File: config.mk
export PLATFORM = sky130hd
export DESIGN_NAME = ctx_link_engine
export DESIGN_NICKNAME = d
export VERILOG_FILES = /design/src/rtl/ctx_pkg.sv /design/src/rtl/ctx_frame_addr.sv /design/src/rtl/ctx_trap_check.sv /design/src/rtl/ctx_state_compose.sv /design/src/rtl/ctx_link_engine.sv
export SDC_FILE = /design/constraint.sdc
export NUM_CORES = 1
export LEC_CHECK = 0
export BUFFER_PORTS_ARGS = -buffer_cell sky130_fd_sc_hd__buf_4
export CORE_MARGIN = 8
export CORE_UTILIZATION = 36
export CTS_CLUSTER_DIAMETER = 120
export DETAILED_ROUTE_END_ITERATION = 10
export SLEW_MARGIN = 20
export SYNTH_ARGS = -nofsm -noshare
export SYNTH_HDL_FRONTEND = slang
export SYNTH_HIERARCHICAL = 1
export SYNTH_SLANG_ARGS = --single-unit
File: constraint.sdc
create_clock -name clk -period 3.2 [get_ports clk]
set_input_delay 0.96 -clock clk [delete_from_list [all_inputs] [get_ports clk]]
set_output_delay 0.96 -clock clk [all_outputs]
set_load 0.1 [all_outputs]
File: src/rtl/ctx_pkg.sv
// Package: shared constants and enumerations for the context save/restore engine.
// Assumes a 32-bit word machine with 16-word context frames.
package ctx_pkg;
    localparam int unsigned WORD_W      = 32;
    localparam int unsigned PTR_W       = 20;
    localparam int unsigned FRAME_WORDS = 16;
    localparam int unsigned IDX_W       = $clog2(FRAME_WORDS);
    localparam int unsigned SEG_W       = 4;
    localparam int unsigned OFS_W       = PTR_W - SEG_W;
    localparam int unsigned PRIO_W      = 8;
    localparam int unsigned CODE_W      = 3;

    // Field positions that neighbouring logic decodes
    localparam int unsigned LINK_PIE_BIT   = 23;
    localparam int unsigned LINK_UPPER_BIT = 22;
    localparam int unsigned STAT_CDE_BIT   = 7;
    localparam int unsigned STAT_KEEP_LSB  = 24;
    localparam int unsigned STAT_KEEP_MSB  = 25;

    // Frame slot numbers
    localparam logic [IDX_W-1:0] SLOT_LINK = IDX_W'(0);
    localparam logic [IDX_W-1:0] SLOT_STAT = IDX_W'(1);
    localparam logic [IDX_W-1:0] SLOT_FIRST_REG = IDX_W'(2);
    localparam logic [IDX_W-1:0] SLOT_RET  = IDX_W'(3);
    localparam logic [IDX_W-1:0] SLOT_LAST = IDX_W'(FRAME_WORDS - 1);

    typedef enum logic [CODE_W-1:0] {
        TRAP_NONE        = 3'd0,
        TRAP_FREE_EMPTY  = 3'd1,
        TRAP_FREE_LIMIT  = 3'd2,
        TRAP_CHAIN_EMPTY = 3'd3,
        TRAP_WRONG_KIND  = 3'd4
    } trap_e;

    typedef enum logic [2:0] {
        ST_IDLE,
        ST_CALL_FETCH,
        ST_CALL_STORE,
        ST_RET_LOAD,
        ST_RET_FREE,
        ST_DONE
    } state_e;
endpackage

File: src/rtl/ctx_frame_addr.sv
// Module: ctx_frame_addr
// Forms the byte address of one word in a context frame from a frame pointer.
// Assumes frames are 64-byte aligned inside a segment chosen by the pointer's top bits.
module ctx_frame_addr
    import ctx_pkg::*;
(
    input  logic [PTR_W-1:0]  ptr,
    input  logic [IDX_W-1:0]  word,
    output logic [WORD_W-1:0] addr
);
    localparam int unsigned GAP_W = WORD_W - SEG_W - OFS_W - IDX_W - 2;

    // Segment bits on top, offset above the word number, zero padding elsewhere
    always_comb begin
        addr = {ptr[PTR_W-1:OFS_W], {GAP_W{1'b0}}, ptr[OFS_W-1:0], word, 2'b00};
    end
endmodule

File: src/rtl/ctx_trap_check.sv
// Module: ctx_trap_check
// Decides whether a requested call or return may proceed and which trap it raises.
// Assumes inputs are the control register values present at request time.
module ctx_trap_check
    import ctx_pkg::*;
(
    input  logic              is_ret,
    input  logic [WORD_W-1:0] free_ptr,
    input  logic [WORD_W-1:0] limit_ptr,
    input  logic [WORD_W-1:0] link,
    output trap_e             code
);
    // Prioritised precondition checks for each direction
    always_comb begin
        code = TRAP_NONE;
        if (!is_ret) begin
            if (free_ptr[PTR_W-1:0] == '0) begin
                code = TRAP_FREE_EMPTY;
            end else if (free_ptr[PTR_W-1:0] == limit_ptr[PTR_W-1:0]) begin
                code = TRAP_FREE_LIMIT;
            end
        end else begin
            if (link[PTR_W-1:0] == '0) begin
                code = TRAP_CHAIN_EMPTY;
            end else if (!link[LINK_UPPER_BIT]) begin
                code = TRAP_WRONG_KIND;
            end
        end
    end
endmodule

File: src/rtl/ctx_state_compose.sv
// Module: ctx_state_compose
// Builds the new link, status and free-pointer values at the end of a sequence.
// Assumes all inputs are the values captured at the request or loaded from memory.
module ctx_state_compose
    import ctx_pkg::*;
(
    input  logic              is_ret,
    input  logic              full_restore,
    input  logic [WORD_W-1:0] link_old,
    input  logic [WORD_W-1:0] stat_old,
    input  logic [WORD_W-1:0] free_old,
    input  logic [WORD_W-1:0] word0_seen,
    input  logic [WORD_W-1:0] stat_loaded,
    input  logic [PRIO_W-1:0] prio,
    input  logic              ie,
    output logic [WORD_W-1:0] link_new,
    output logic [WORD_W-1:0] stat_new,
    output logic [WORD_W-1:0] free_new
);
    localparam int unsigned MID_W = LINK_UPPER_BIT - PTR_W;

    logic [WORD_W-1:0] call_link, call_stat, ret_stat;

    // Call: chain the taken frame behind the current priority and enable
    always_comb begin
        call_link = {prio, ie, 1'b1, link_old[LINK_UPPER_BIT-1 -: MID_W], free_old[PTR_W-1:0]};
        call_stat = stat_old;
        call_stat[STAT_CDE_BIT] = 1'b1;
    end

    // Return: optionally keep the current protected status field
    always_comb begin
        ret_stat = stat_loaded;
        if (!full_restore) begin
            ret_stat[STAT_KEEP_MSB:STAT_KEEP_LSB] = stat_old[STAT_KEEP_MSB:STAT_KEEP_LSB];
        end
    end

    // Select per direction; the free pointer keeps its upper bits either way
    always_comb begin
        if (is_ret) begin
            link_new = word0_seen;
            stat_new = ret_stat;
            free_new = {free_old[WORD_W-1:PTR_W], link_old[PTR_W-1:0]};
        end else begin
            link_new = call_link;
            stat_new = call_stat;
            free_new = {free_old[WORD_W-1:PTR_W], word0_seen[PTR_W-1:0]};
        end
    end
endmodule

File: src/rtl/ctx_link_engine.sv
// Module: ctx_link_engine (top)
// Sequences upper-context save on call and restore on return through a
// self-linking list of 16-word frames in memory.
// Assumes a single-port memory with one cycle of read latency, a register file
// with combinational read, and control registers that apply the update pulse.
module ctx_link_engine
    import ctx_pkg::*;
(
    input  logic              clk,
    input  logic              rst_n,
    input  logic              req_valid,
    input  logic              req_ret,
    input  logic [31:0]       req_next_pc,
    input  logic              full_stat_restore,
    output logic              busy,
    input  logic [31:0]       link_in,
    input  logic [31:0]       stat_in,
    input  logic [31:0]       free_in,
    input  logic [31:0]       limit_in,
    input  logic [7:0]        prio_in,
    input  logic              ie_in,
    output logic              ctl_we,
    output logic [31:0]       link_out,
    output logic [31:0]       stat_out,
    output logic [31:0]       free_out,
    output logic              pc_we,
    output logic [31:0]       pc_out,
    output logic [3:0]        rf_ridx,
    input  logic [31:0]       rf_rdata,
    output logic              rf_we,
    output logic [3:0]        rf_widx,
    output logic [31:0]       rf_wdata,
    output logic              mem_en,
    output logic              mem_we,
    output logic [31:0]       mem_addr,
    output logic [31:0]       mem_wdata,
    input  logic [31:0]       mem_rdata,
    output logic              trap_valid,
    output logic [2:0]        trap_code
);
    state_e            state;
    logic [IDX_W-1:0]  cnt;
    logic              is_ret_q, full_q, ie_q;
    logic [PTR_W-1:0]  ptr_q;
    logic [WORD_W-1:0] link_q, stat_q, free_q, pc_q, word0_q, ldstat_q;
    logic [PRIO_W-1:0] prio_q;
    logic              trap_valid_q;
    trap_e             trap_q, trap_now;
    logic [IDX_W-1:0]  word_sel;

    ctx_trap_check u_trap (
        .is_ret    (req_ret),
        .free_ptr  (free_in),
        .limit_ptr (limit_in),
        .link      (link_in),
        .code      (trap_now)
    );

    ctx_frame_addr u_addr (
        .ptr  (ptr_q),
        .word (word_sel),
        .addr (mem_addr)
    );

    ctx_state_compose u_comp (
        .is_ret       (is_ret_q),
        .full_restore (full_q),
        .link_old     (link_q),
        .stat_old     (stat_q),
        .free_old     (free_q),
        .word0_seen   (word0_q),
        .stat_loaded  (ldstat_q),
        .prio         (prio_q),
        .ie           (ie_q),
        .link_new     (link_out),
        .stat_new     (stat_out),
        .free_new     (free_out)
    );

    // Sequencer state, request capture and word-0/status capture from memory
    always_ff @(posedge clk) begin
        if (!rst_n) begin
            state        <= ST_IDLE;
            cnt          <= '0;
            is_ret_q     <= 1'b0;
            full_q       <= 1'b0;
            ie_q         <= 1'b0;
            ptr_q        <= '0;
            link_q       <= '0;
            stat_q       <= '0;
            free_q       <= '0;
            pc_q         <= '0;
            word0_q      <= '0;
            ldstat_q     <= '0;
            prio_q       <= '0;
            trap_valid_q <= 1'b0;
            trap_q       <= TRAP_NONE;
        end else begin
            trap_valid_q <= 1'b0;
            case (state)
                ST_IDLE: begin
                    if (req_valid) begin
                        if (trap_now != TRAP_NONE) begin
                            trap_valid_q <= 1'b1;
                            trap_q       <= trap_now;
                        end else begin
                            is_ret_q <= req_ret;
                            ptr_q    <= req_ret ? link_in[PTR_W-1:0] : free_in[PTR_W-1:0];
                            link_q   <= link_in;
                            stat_q   <= stat_in;
                            free_q   <= free_in;
                            prio_q   <= prio_in;
                            ie_q     <= ie_in;
                            full_q   <= full_stat_restore;
                            pc_q     <= req_ret ? rf_rdata : req_next_pc;
                            cnt      <= '0;
                            state    <= req_ret ? ST_RET_LOAD : ST_CALL_FETCH;
                        end
                    end
                end
                ST_CALL_FETCH: begin
                    cnt   <= '0;
                    state <= ST_CALL_STORE;
                end
                ST_CALL_STORE: begin
                    if (cnt == SLOT_LINK) word0_q <= mem_rdata;
                    if (cnt == SLOT_LAST) state <= ST_DONE;
                    else                  cnt   <= cnt + 1'b1;
                end
                ST_RET_LOAD: begin
                    if (cnt == SLOT_STAT)      word0_q  <= mem_rdata;
                    if (cnt == SLOT_FIRST_REG) ldstat_q <= mem_rdata;
                    if (cnt == SLOT_LAST) state <= ST_RET_FREE;
                    else                  cnt   <= cnt + 1'b1;
                end
                ST_RET_FREE: state <= ST_DONE;
                ST_DONE:     state <= ST_IDLE;
                default:     state <= ST_IDLE;
            endcase
        end
    end

    // Per-state drive of memory, register file and update strobes
    always_comb begin
        mem_en    = 1'b0;
        mem_we    = 1'b0;
        mem_wdata = '0;
        word_sel  = '0;
        rf_ridx   = SLOT_RET;
        rf_we     = 1'b0;
        rf_widx   = '0;
        rf_wdata  = '0;
        ctl_we    = 1'b0;
        pc_we     = 1'b0;
        case (state)
            ST_CALL_FETCH: begin
                mem_en = 1'b1;
            end
            ST_CALL_STORE: begin
                mem_en   = 1'b1;
                mem_we   = 1'b1;
                word_sel = cnt;
                rf_ridx  = cnt;
                if (cnt == SLOT_LINK)      mem_wdata = link_q;
                else if (cnt == SLOT_STAT) mem_wdata = stat_q;
                else                       mem_wdata = rf_rdata;
            end
            ST_RET_LOAD: begin
                mem_en   = 1'b1;
                word_sel = cnt;
                if (cnt > SLOT_FIRST_REG) begin
                    rf_we    = 1'b1;
                    rf_widx  = cnt - 1'b1;
                    rf_wdata = mem_rdata;
                end
            end
            ST_RET_FREE: begin
                mem_en    = 1'b1;
                mem_we    = 1'b1;
                mem_wdata = free_q;
                rf_we     = 1'b1;
                rf_widx   = SLOT_LAST;
                rf_wdata  = mem_rdata;
            end
            ST_DONE: begin
                ctl_we = 1'b1;
                if (is_ret_q) begin
                    pc_we = 1'b1;
                end else begin
                    rf_we    = 1'b1;
                    rf_widx  = SLOT_RET;
                    rf_wdata = pc_q;
                end
            end
            default: ;
        endcase
    end

    // Output register views
    always_comb begin
        busy       = (state != ST_IDLE);
        pc_out     = {pc_q[WORD_W-1:1], 1'b0};
        trap_valid = trap_valid_q;
        trap_code  = trap_q;
    end

    // Memory stays idle outside a sequence
    p_idle_quiet_r9: assert property (@(posedge clk) disable iff (!rst_n)
        !busy |-> !mem_en);

    // A trap pulse comes with no sequence and no access
    p_trap_quiet_r10: assert property (@(posedge clk) disable iff (!rst_n)
        trap_valid |-> (!busy && !mem_en && !ctl_we));

    // The update pulse is the final busy cycle
    p_done_exit_r9: assert property (@(posedge clk) disable iff (!rst_n)
        ctl_we |=> !busy);

    // A call's first access reads word 0, then writes that same word
    p_fetch_then_store_r2: assert property (@(posedge clk) disable iff (!rst_n)
        (busy && !$past(busy) && !is_ret_q) |-> (mem_en && !mem_we) ##1 (mem_we && mem_addr == $past(mem_addr)));

    // Padding bits of every frame address are zero
    p_addr_pad_r1: assert property (@(posedge clk) disable iff (!rst_n)
        mem_en |-> (mem_addr[1:0] == 2'b00 && mem_addr[27:22] == 6'd0));
endmodule

==> results_dict.tcl, run 1 <==
set metrics [dict create \
    cp_num_buf_inv 3 \
    slew_violations 0 \
    cts.path.max_buffers 3 \
    timing.rr.end "ldstat_q[23]$_SDFFE_PN0P_" \
    worstSkewPairLatency_ps 540 \
    regToRegSetupSlack_ps 1110 \
    grtUsageTotal_pct 24.84 \
    cts-root-buf "clkbuf_16" \
    antenna_found_initial 0 \
    yosysSeqAreaShare_pct 36.31 \
    routed-via-count 12110 \
    setup_viol 51 \
    max_stage_delay_ps 370 \
    placed_cell_area_um2 16660 \
    crit_chain "buf_6, ha_4, nor2b_4, o311ai_4, nand2_4, buf_12, a22o_4, buf_12" \
    nets 2100 \
    hold_depth 2 \
    antenna_left 0 \
    grt_max_degree 87 \
    wire_per_inst_um 23.63 \
    routabilityCongestion 0.9141 \
    wl_um 55260 \
    hp-class "reg2reg" \
    grt_pass1_wl_um 80360 \
    area_delta_synth_final_pct 51.22 \
    num_antenna_cells 0 \
    pin_count 480 \
    grt.overflow.total 0 \
    status "finished with violations" \
    nFillCells 3215 \
    drc_errors 0 \
    dp_hpwl_um 40320 \
    fin_area_um2 19510 \
    max_freq_mhz 303.2 \
    design.core.area_um2 35400 \
    grt_pass1_vias 12590 \
    rr_startpoint "cnt[2]$_SDFFE_PN0P_" \
    min_period_ps 3299 \
    stdcell_count 2339 \
    worst_pin_slew_ps 794.9 \
    holdPathEnd "link_q[31]$_SDFFE_PN0P_" \
    synthFlopType "dfxtp_1" \
    hold_viol 0 \
    die-width_um 205.3 \
    final_cell_mix "459 x buf_4, 375 x nand2_1, 227 x dfxtp_1, 90 x a21boi_1, 85 x buf_12" \
    vdd_drop_max_v 0.0004033 \
    htree_levels 1 \
    rows 69 \
    place.port_buffers 458 \
    synth_cell_types 56 \
    p_leak_uw 0.008765 \
    worst_slack_ps -98.67 \
    critical_path_required_ps 2240 \
    start_util_pct 36.45 \
    regArea_um2 4708 \
    grt_setup_unrepaired "yes" \
    dp.cells 2255 \
    cts_tree "yes" \
    final_common_cell "buf_4" \
    min_from "link_q[31]$_SDFFE_PN0P_" \
    avgSynthCellArea_um2 8.880 \
    cts_sinks 234 \
    arrival_ps 2340 \
    ys_ff_latch 234 \
    multi_input_area_um2 7856 \
    path_max_fanout 8 \
    hold-worst-slack_ps 451.2 \
    maxCapViolations 0 \
    power_density_nw_per_um2 491.2 \
    violations "setup timing" \
    die_y_um 205.3 \
    cp-start-kind "register" \
    cts_buffers 28 \
    synth_edf_count 0 \
    cp_common_cell "buf_12" \
    async_flop_share_pct 0 \
    path_delay_family "compound AO/OA/AOI/OAI gates" \
    post-route-period-util_pct 103.1 \
    fin_util_pct 55.12 \
    drive_above_1_share_pct 44.57 \
    worst-setup-path-type "reg2out" \
    syn-cell-area_um2 12900 \
    clk_pin_slew_ps 60 \
    endpoint_kind "output pin" \
    slew_headroom_pct 47.00 \
    reg2reg_depth 7 \
    dr.pass1.iters 7 \
    slowest_stage "dfxtp_4" \
    fp.dieArea_um2 42150 \
    drt_iter0_drc 558 \
    vias_per_cell 5.178 \
    yosys_warnings 6 \
    netlist_instances 1453 \
    fin_skew_ps 9.962 \
]
[report_power, final]
part	internal [uW]	leakage, uW	total (uW)	switching [uW]
combinational	975	0.00638	3090	2110
sequential	3100	0.00192	3280	184
clock	1910	0.000465	3220	1310
total	5980	0.00877	9580	3600
[cells by family (layout without fill, tap and decap cells)]
family	after synthesis	after routing	synth area share [%]
buffers and inverters	199	617	10.08
xor gates and xnor gates	23	23	1.561
DFF	234	234	36.31
and+or+nand+nor	475	475	15.59
adders and majority gates	5	5	0.4849
muxes	166	166	15.71
AOI/OAI and AO/OA	349	349	20.21
other	2	9	0.05821
[stage by stage]
stage | total power [uW] | worst slack [ps] | setup TNS, ps
2_1_floorplan | 5443 | 28.88 | 0
3_3_place_gp | 6209 | -127.4 | -1874
3_5_place_dp | 6228 | -81.15 | -379.9
4_1_cts | 9679 | -228.0 | -7087
5_1_grt | 9933 | -163.3 | -6888
6_report | 9584 | -98.67 | -3117
[worst max-delay path by stage]
stage	from	endpoint	slack, ps	cells past startpoint
2_1_floorplan	state[2]$_SDFFE_PN0P_	rf_wdata[0]	30	7
3_5_place_dp	limit_in[4]	cnt[2]$_SDFFE_PN0P_	-80	12
4_1_cts	cnt[1]$_SDFFE_PN0P_	rf_wdata[19]	-230	9
3_3_place_gp	free_in[4]	cnt[2]$_SDFFE_PN0P_	-130	12
6_report	cnt[1]$_SDFFE_PN0P_	rf_wdata[6]	-100	8
5_1_grt	cnt[1]$_SDFFE_PN0P_	mem_wdata[1]	-160	9
[worst min-delay path, stage by stage (launching register included)]
cell and delay, ps:
dfxtp_1 310, nand2_1 50, a21boi_1 50
[final cells by class]
| class | instances | share of cell area, % |
|---|---|---|
| clock buffer | 41 | 4.361 |
| clock inverter | 10 | 0.3976 |
| inverter | 3 | 0.07054 |
| multi-input combinational | 1027 | 40.27 |
| sequential | 234 | 24.13 |
| tap | 461 | 2.956 |
| timing repair buffer | 563 | 27.82 |
[registers in the layout, summed over array words and instances (netlist names), 4 cells and up]
signal and flops:
cnt 4, word0_q 32, free_q 32, pc_q 32
prio_q 8, ldstat_q 32, link_q 32, stat_q 32
ptr_q 20
[routing by layer]
| metal | wire length [um] | vias to the layer above | track usage [%] |
|---|---|---|---|
| li1 | - | 5784 | - |
| met3 | 4760 | 55 | 7.100 |
| met4 | 1010 | 0 | 5.642 |
| met1 | 21250 | 5839 | 28.33 |
| met5 | 0 | - | 0 |
| met2 | 28240 | 433 | 45.20 |
[cells in the mapped netlist, types with 6 or more instances]
cell / n / area [um2]
buf_12: 6 / 120.1
nand2_1: 378 / 1419
buf_2: 28 / 140.1
mux2i_1: 84 / 840.8
a22o_1: 32 / 280.3
nor2_1: 7 / 26.28
xor2_1: 20 / 175.2
mux2_4: 70 / 1051
a21boi_1: 90 / 675.7
nor4_1: 13 / 81.33
buf_6: 11 / 123.9
o21ai_0: 74 / 370.4
clkbuf_1: 58 / 217.7
dfxtp_1: 234 / 4684
buf_4: 87 / 653.1
and2_1: 7 / 43.79
mux2_2: 12 / 135.1
a21boi_0: 49 / 367.9
o211a_1: 52 / 520.5
a22oi_1: 35 / 262.8
nand3_1: 39 / 195.2
[what timing repair did]
action	4_1_cts	5_1_grt
gates resized for setup	311	20
pin swaps	37	9
hold buffers	0	0
buffers inserted	29	4
cloned	7	0
setup endpoints to repair	66	64
Power figures use the tool's default switching activity.
==> run 2: changes to the inputs <==
- SKIP_LAST_GASP: not set -> 1
==> results_dict.tcl, run 2 (same netlist as run 1, synthesis figures left out) <==
set metrics [dict create \
    status "finished with violations" \
    violations "setup timing" \
    path_max_fanout 8 \
    cp-start-kind "register" \
    cts_sinks 234 \
    post-place-ws_ps -81.15 \
    num_antenna_cells 0 \
    fin_skew_ps 7.190 \
    max_stage_delay_ps 370 \
    routed-via-count 12070 \
    routabilityCongestion 0.9141 \
    hp-class "reg2reg" \
    design.core.area_um2 35400 \
    dr.pass1.iters 7 \
    worst-setup-path-type "reg2out" \
    met2WireLength_um 28220 \
    drt_iter0_drc 517 \
    grt_pass1_vias 12600 \
    arrival_ps 2340 \
    max_freq_mhz 302.7 \
    top_layer "met4" \
    met1Wirelength_um 21460 \
    place.port_buffers 458 \
    drive_above_1_share_pct 44.46 \
    wire_per_inst_um 23.61 \
    cts_hold_buf 0 \
    hold-worst-slack_ps 451.2 \
    start_util_pct 36.45 \
    grt_pass1_wl_um 80410 \
    vias_per_cell 5.159 \
    post-route-period-util_pct 103.2 \
    antenna_found_initial 0 \
    slew_violations 0 \
    cp_common_cell "buf_12" \
    slew_headroom_pct 46.80 \
    nets 2100 \
    hold_depth 2 \
    area_delta_synth_final_pct 51.04 \
    cts_tree "yes" \
    worstSkewPairLatency_ps 540 \
    reg2reg_depth 7 \
    worst_pin_slew_ps 798.1 \
    dp_hpwl_um 40320 \
    fp.dieArea_um2 42150 \
    grt_max_degree 87 \
    cts.path.max_buffers 3 \
    path_delay_family "compound AO/OA/AOI/OAI gates" \
    min_period_ps 3304 \
    endpoint_kind "output pin" \
    htree_levels 1 \
    antenna_left 0 \
    worst_slack_ps -103.6 \
    final_common_cell "buf_4" \
    cts_buffers 28 \
    die_y_um 205.3 \
    final.setup.tns_ps -3262 \
    final_cell_mix "459 x buf_4, 375 x nand2_1, 227 x dfxtp_1, 90 x a21boi_1, 81 x buf_12" \
    cp_num_buf_inv 3 \
    vdd_drop_max_v 0.0004025 \
    wl_um 55230 \
    power_uw 9583 \
    pin_count 480 \
    power_density_nw_per_um2 491.8 \
    drc_errors 0 \
    wl_met3_um 4519 \
    slowest_stage "dfxtp_4" \
    clk_pin_slew_ps 60 \
    maxCapViolations 0 \
    grt_setup_unrepaired "yes" \
    critical_path_required_ps 2240 \
    setup_viol 51 \
    grt.overflow.total 0 \
    crit_chain "buf_6, ha_4, nor2b_4, o311ai_4, nand2_4, buf_12, a22o_4, buf_12" \
    cts-root-buf "clkbuf_16" \
    path_depth 8 \
    hold_viol 0 \
    grtUsageTotal_pct 24.86 \
    p_leak_uw 0.008757 \
    rows 69 \
    fin_util_pct 55.05 \
    die-width_um 205.3 \
]
-- run 2: cell type report --
type,count,area [um2]
timing repair buffer,563,5404
clock buffer,41,850.8
tap,461,576.8
sequential,234,4708
clock inverter,10,77.57
inverter,3,13.76
fill,3219,15910
multi-input combinational,1027,7856
-- run 2: per-stage QoR --
step | cell area, um2 | std cells
2_1_floorplan | 13100 | 1460
4_1_cts | 19480 | 2342
3_3_place_gp | 16660 | 2255
6_report | 19490 | 2339
3_5_place_dp | 16660 | 2255
5_1_grt | 19490 | 2339
-- run 2: power breakdown --
| group | switching [uW] | internal [uW] |
|---|---|---|
| clock network | 1310 | 1910 |
| logic | 2110 | 973 |
| registers | 185 | 3100 |
| total | 3600 | 5980 |
-- run 2: tightest hold or removal path, stage by stage, from the launching register on --
cell      delay, ps
dfxtp_1         310
nand2_1          50
a21boi_1         50
-- run 2: what timing repair did --
item	4_1_cts	5_1_grt
buffers inserted	29	4
resized for setup	300	25
pin swaps	37	9
cloned	7	0
setup endpoints to repair	66	64
-- run 2: metal layers --
| layer | vias up | GRT usage (%) |
|---|---|---|
| li1 | 5787 | - |
| met1 | 5831 | 28.21 |
| met2 | 395 | 45.33 |
| met3 | 55 | 7.242 |
| met4 | 0 | 5.642 |
| met5 | - | 0 |
-- run 2: final timing paths --
| kind | startpoint | to | slack [ps] |
|---|---|---|---|
| setup / recovery | cnt[1]$_SDFFE_PN0P_ | rf_wdata[6] | -100 |
| hold / removal | link_q[31]$_SDFFE_PN0P_ | link_q[31]$_SDFFE_PN0P_ | 450 |
| setup reg to reg | cnt[2]$_SDFFE_PN0P_ | ldstat_q[11]$_SDFFE_PN0P_ | 1060 |
| hold reg to reg | link_q[31]$_SDFFE_PN0P_ | link_q[31]$_SDFFE_PN0P_ | 450 |
==> run 3: changes to the inputs <==
- CORE_AREA: not set -> 8 8 180 182
- CORE_MARGIN: 8 -> not set
- CORE_UTILIZATION: 36 -> not set
- DIE_AREA: not set -> 0 0 188 190
- PLACE_DENSITY: not set -> 0.72
- REMOVE_ABC_BUFFERS: not set -> 1
==> results_dict.tcl, run 3 (same netlist as run 1, synthesis figures left out) <==
set metrics [dict create \
    status "finished with violations" \
    violations "setup timing" \
    endpoint_kind "output pin" \
    nets 2095 \
    worst-setup-path-type "reg2out" \
    arrival_ps 2280 \
    start_util_pct 43.88 \
    wl_um 51740 \
    hold_viol 0 \
    grt_pass1_vias 12440 \
    wire_per_inst_um 22.87 \
    dp_hpwl_um 35730 \
    routabilityCongestion 0.8757 \
    placed_cell_area_um2 16460 \
    regToRegSetupSlack_ps 1070 \
    p_seq_share_pct 34.9 \
    timing.rr.end "ldstat_q[12]$_SDFFE_PN0P_" \
    startpoint "cnt[2]$_SDFFE_PN0P_" \
    comb_power_share_pct 31.8 \
    power_density_nw_per_um2 508.1 \
    die-width_um 188 \
    nFillCells 2497 \
    min_period_ps 3239 \
    cts_buffers 28 \
    pin_count 480 \
    fp.dieArea_um2 35720 \
    vias_per_cell 5.516 \
    grt_setup_unrepaired "yes" \
    cts.path.max_buffers 3 \
    worstSkewPairLatency_ps 540 \
    path_max_fanout 8 \
    critical_path_required_ps 2240 \
    cts_sinks 234 \
    htree_levels 1 \
    cts_tree "yes" \
    rr_startpoint "cnt[2]$_SDFFE_PN0P_" \
    routed-via-count 12480 \
    grt.overflow.total 0 \
    grt_max_degree 81 \
    cts_hold_buf 0 \
    p_clk_share_pct 33.3 \
    fin_skew_ps 9.382 \
    p_leak_uw 0.008375 \
    max_freq_mhz 308.8 \
    post-route-period-util_pct 101.2 \
    hp-class "reg2reg" \
    clk_pin_slew_ps 60 \
    internal_power_uw 5848 \
    dr.pass1.iters 6 \
    p_sw_uw 3466 \
    place.port_buffers 458 \
    final_cell_mix "457 x buf_4, 376 x nand2_1, 227 x dfxtp_1, 90 x a21boi_1, 81 x mux2i_1" \
    reg2reg_depth 6 \
    cts-root-buf "clkbuf_16" \
    antenna_found_initial 3 \
    drt_iter0_drc 859 \
    cp-start-kind "register" \
    setup_viol 29 \
    final_common_cell "buf_4" \
    grtUsageTotal_pct 26.07 \
    worst_pin_slew_ps 896.0 \
    endpoint "mem_wdata[24]" \
    worst_slack_ps -38.75 \
    switching_share_pct 37.22 \
    vdd_drop_max_v 0.0003834 \
    die_y_um 190 \
    fin_area_um2 18330 \
    design.core.area_um2 29400 \
    hold-worst-slack_ps 452.3 \
    drc_errors 0 \
    rows 63 \
    grt_pass1_wl_um 73910 \
    antenna_left 0 \
    slew_violations 0 \
    slew_headroom_pct 40.27 \
    maxCapViolations 0 \
    drive_above_1_share_pct 39.39 \
    area_delta_synth_final_pct 42.07 \
]
-- run 3: changes by cell type in the layout (fill, tap and decap cells not counted), sizes merged --
cell / before / now
diode: 0 / 1
clkinv: 8 / 4
clkbuf: 42 / 56
bufinv: 1 / 0
buf: 562 / 546
-- run 3: layout make-up --
class                   count  area (um2)  area share [%]
flip-flops and latches    234        4706           25.67
clock buffers              44       872.1           4.758
repair buffers            558        5040           27.49
inverters                   3       11.26         0.06143
diodes                      1       2.502         0.01365
well taps                 390       488.0           2.662
clock inverters             5       27.53          0.1502
multi-input cells        1027        7183           39.19
-- run 3: worst min path at each step --
stage                                   start  cells past startpoint                        end
global route          link_q[30]$_SDFFE_PN0P_                      2    link_q[30]$_SDFFE_PN0P_
CTS                   link_q[29]$_SDFFE_PN0P_                      2    link_q[29]$_SDFFE_PN0P_
finish                link_q[30]$_SDFFE_PN0P_                      2    link_q[30]$_SDFFE_PN0P_
detailed placement    link_q[29]$_SDFFE_PN0P_                      2    link_q[29]$_SDFFE_PN0P_
global placement    ldstat_q[28]$_SDFFE_PN0P_                      2  ldstat_q[28]$_SDFFE_PN0P_
floorplan            word0_q[22]$_SDFFE_PN0P_                      2   word0_q[22]$_SDFFE_PN0P_
-- run 3: power by group through the flow --
stage | logic, uW | clock network (uW) | registers [uW]
after detailed placement | 2860 | 0 | 3310
after CTS | 2910 | 3150 | 3240
after floorplan | 1400 | 0 | 3820
after global placement | 2840 | 0 | 3300
final | 2960 | 3100 | 3250
after global routing | 3070 | 3290 | 3270
-- run 3: routing by layer --
layer / GRT usage, % / share of wire [%]
met4: 11.00 / 4.0
met1: 29.55 / 38
met2: 46.18 / 50
met3: 6.426 / 8.2
met5: 0 / 0.017
-- run 3: timing repair --
| action | 4_1_cts | 5_1_grt |
|---|---|---|
| gates resized for setup | 125 | 68 |
| setup endpoints to repair | 67 | 64 |
| hold endpoints to repair | 0 | 0 |
| cloned | 2 | 8 |
| pin swaps | 2 | 13 |
| setup buffers | 5 | 4 |
-- run 3: metrics by stage --
stage,cells,util [%],total power (uW),TNS [ps],setup WS (ps)
global placement,2194,55.98,6136,-3057,-172.3
floorplan,1264,-,5220,-719040,-2926
finish,2262,62.34,9314,-305.8,-38.75
CTS,2250,60.68,9303,-238.1,-29.23
detailed placement,2194,55.98,6170,-997.9,-112.8
global route,2262,62.34,9627,-4339,-91.26
-- run 3: worst max-delay path: stages (launching register included) --
cell       delay [ps]
dfxtp_4           380
nor4b_2           300
and3b_2           380
clkbuf_16         220
a22oi_1            70
o21ai_1           120
buf_6             250
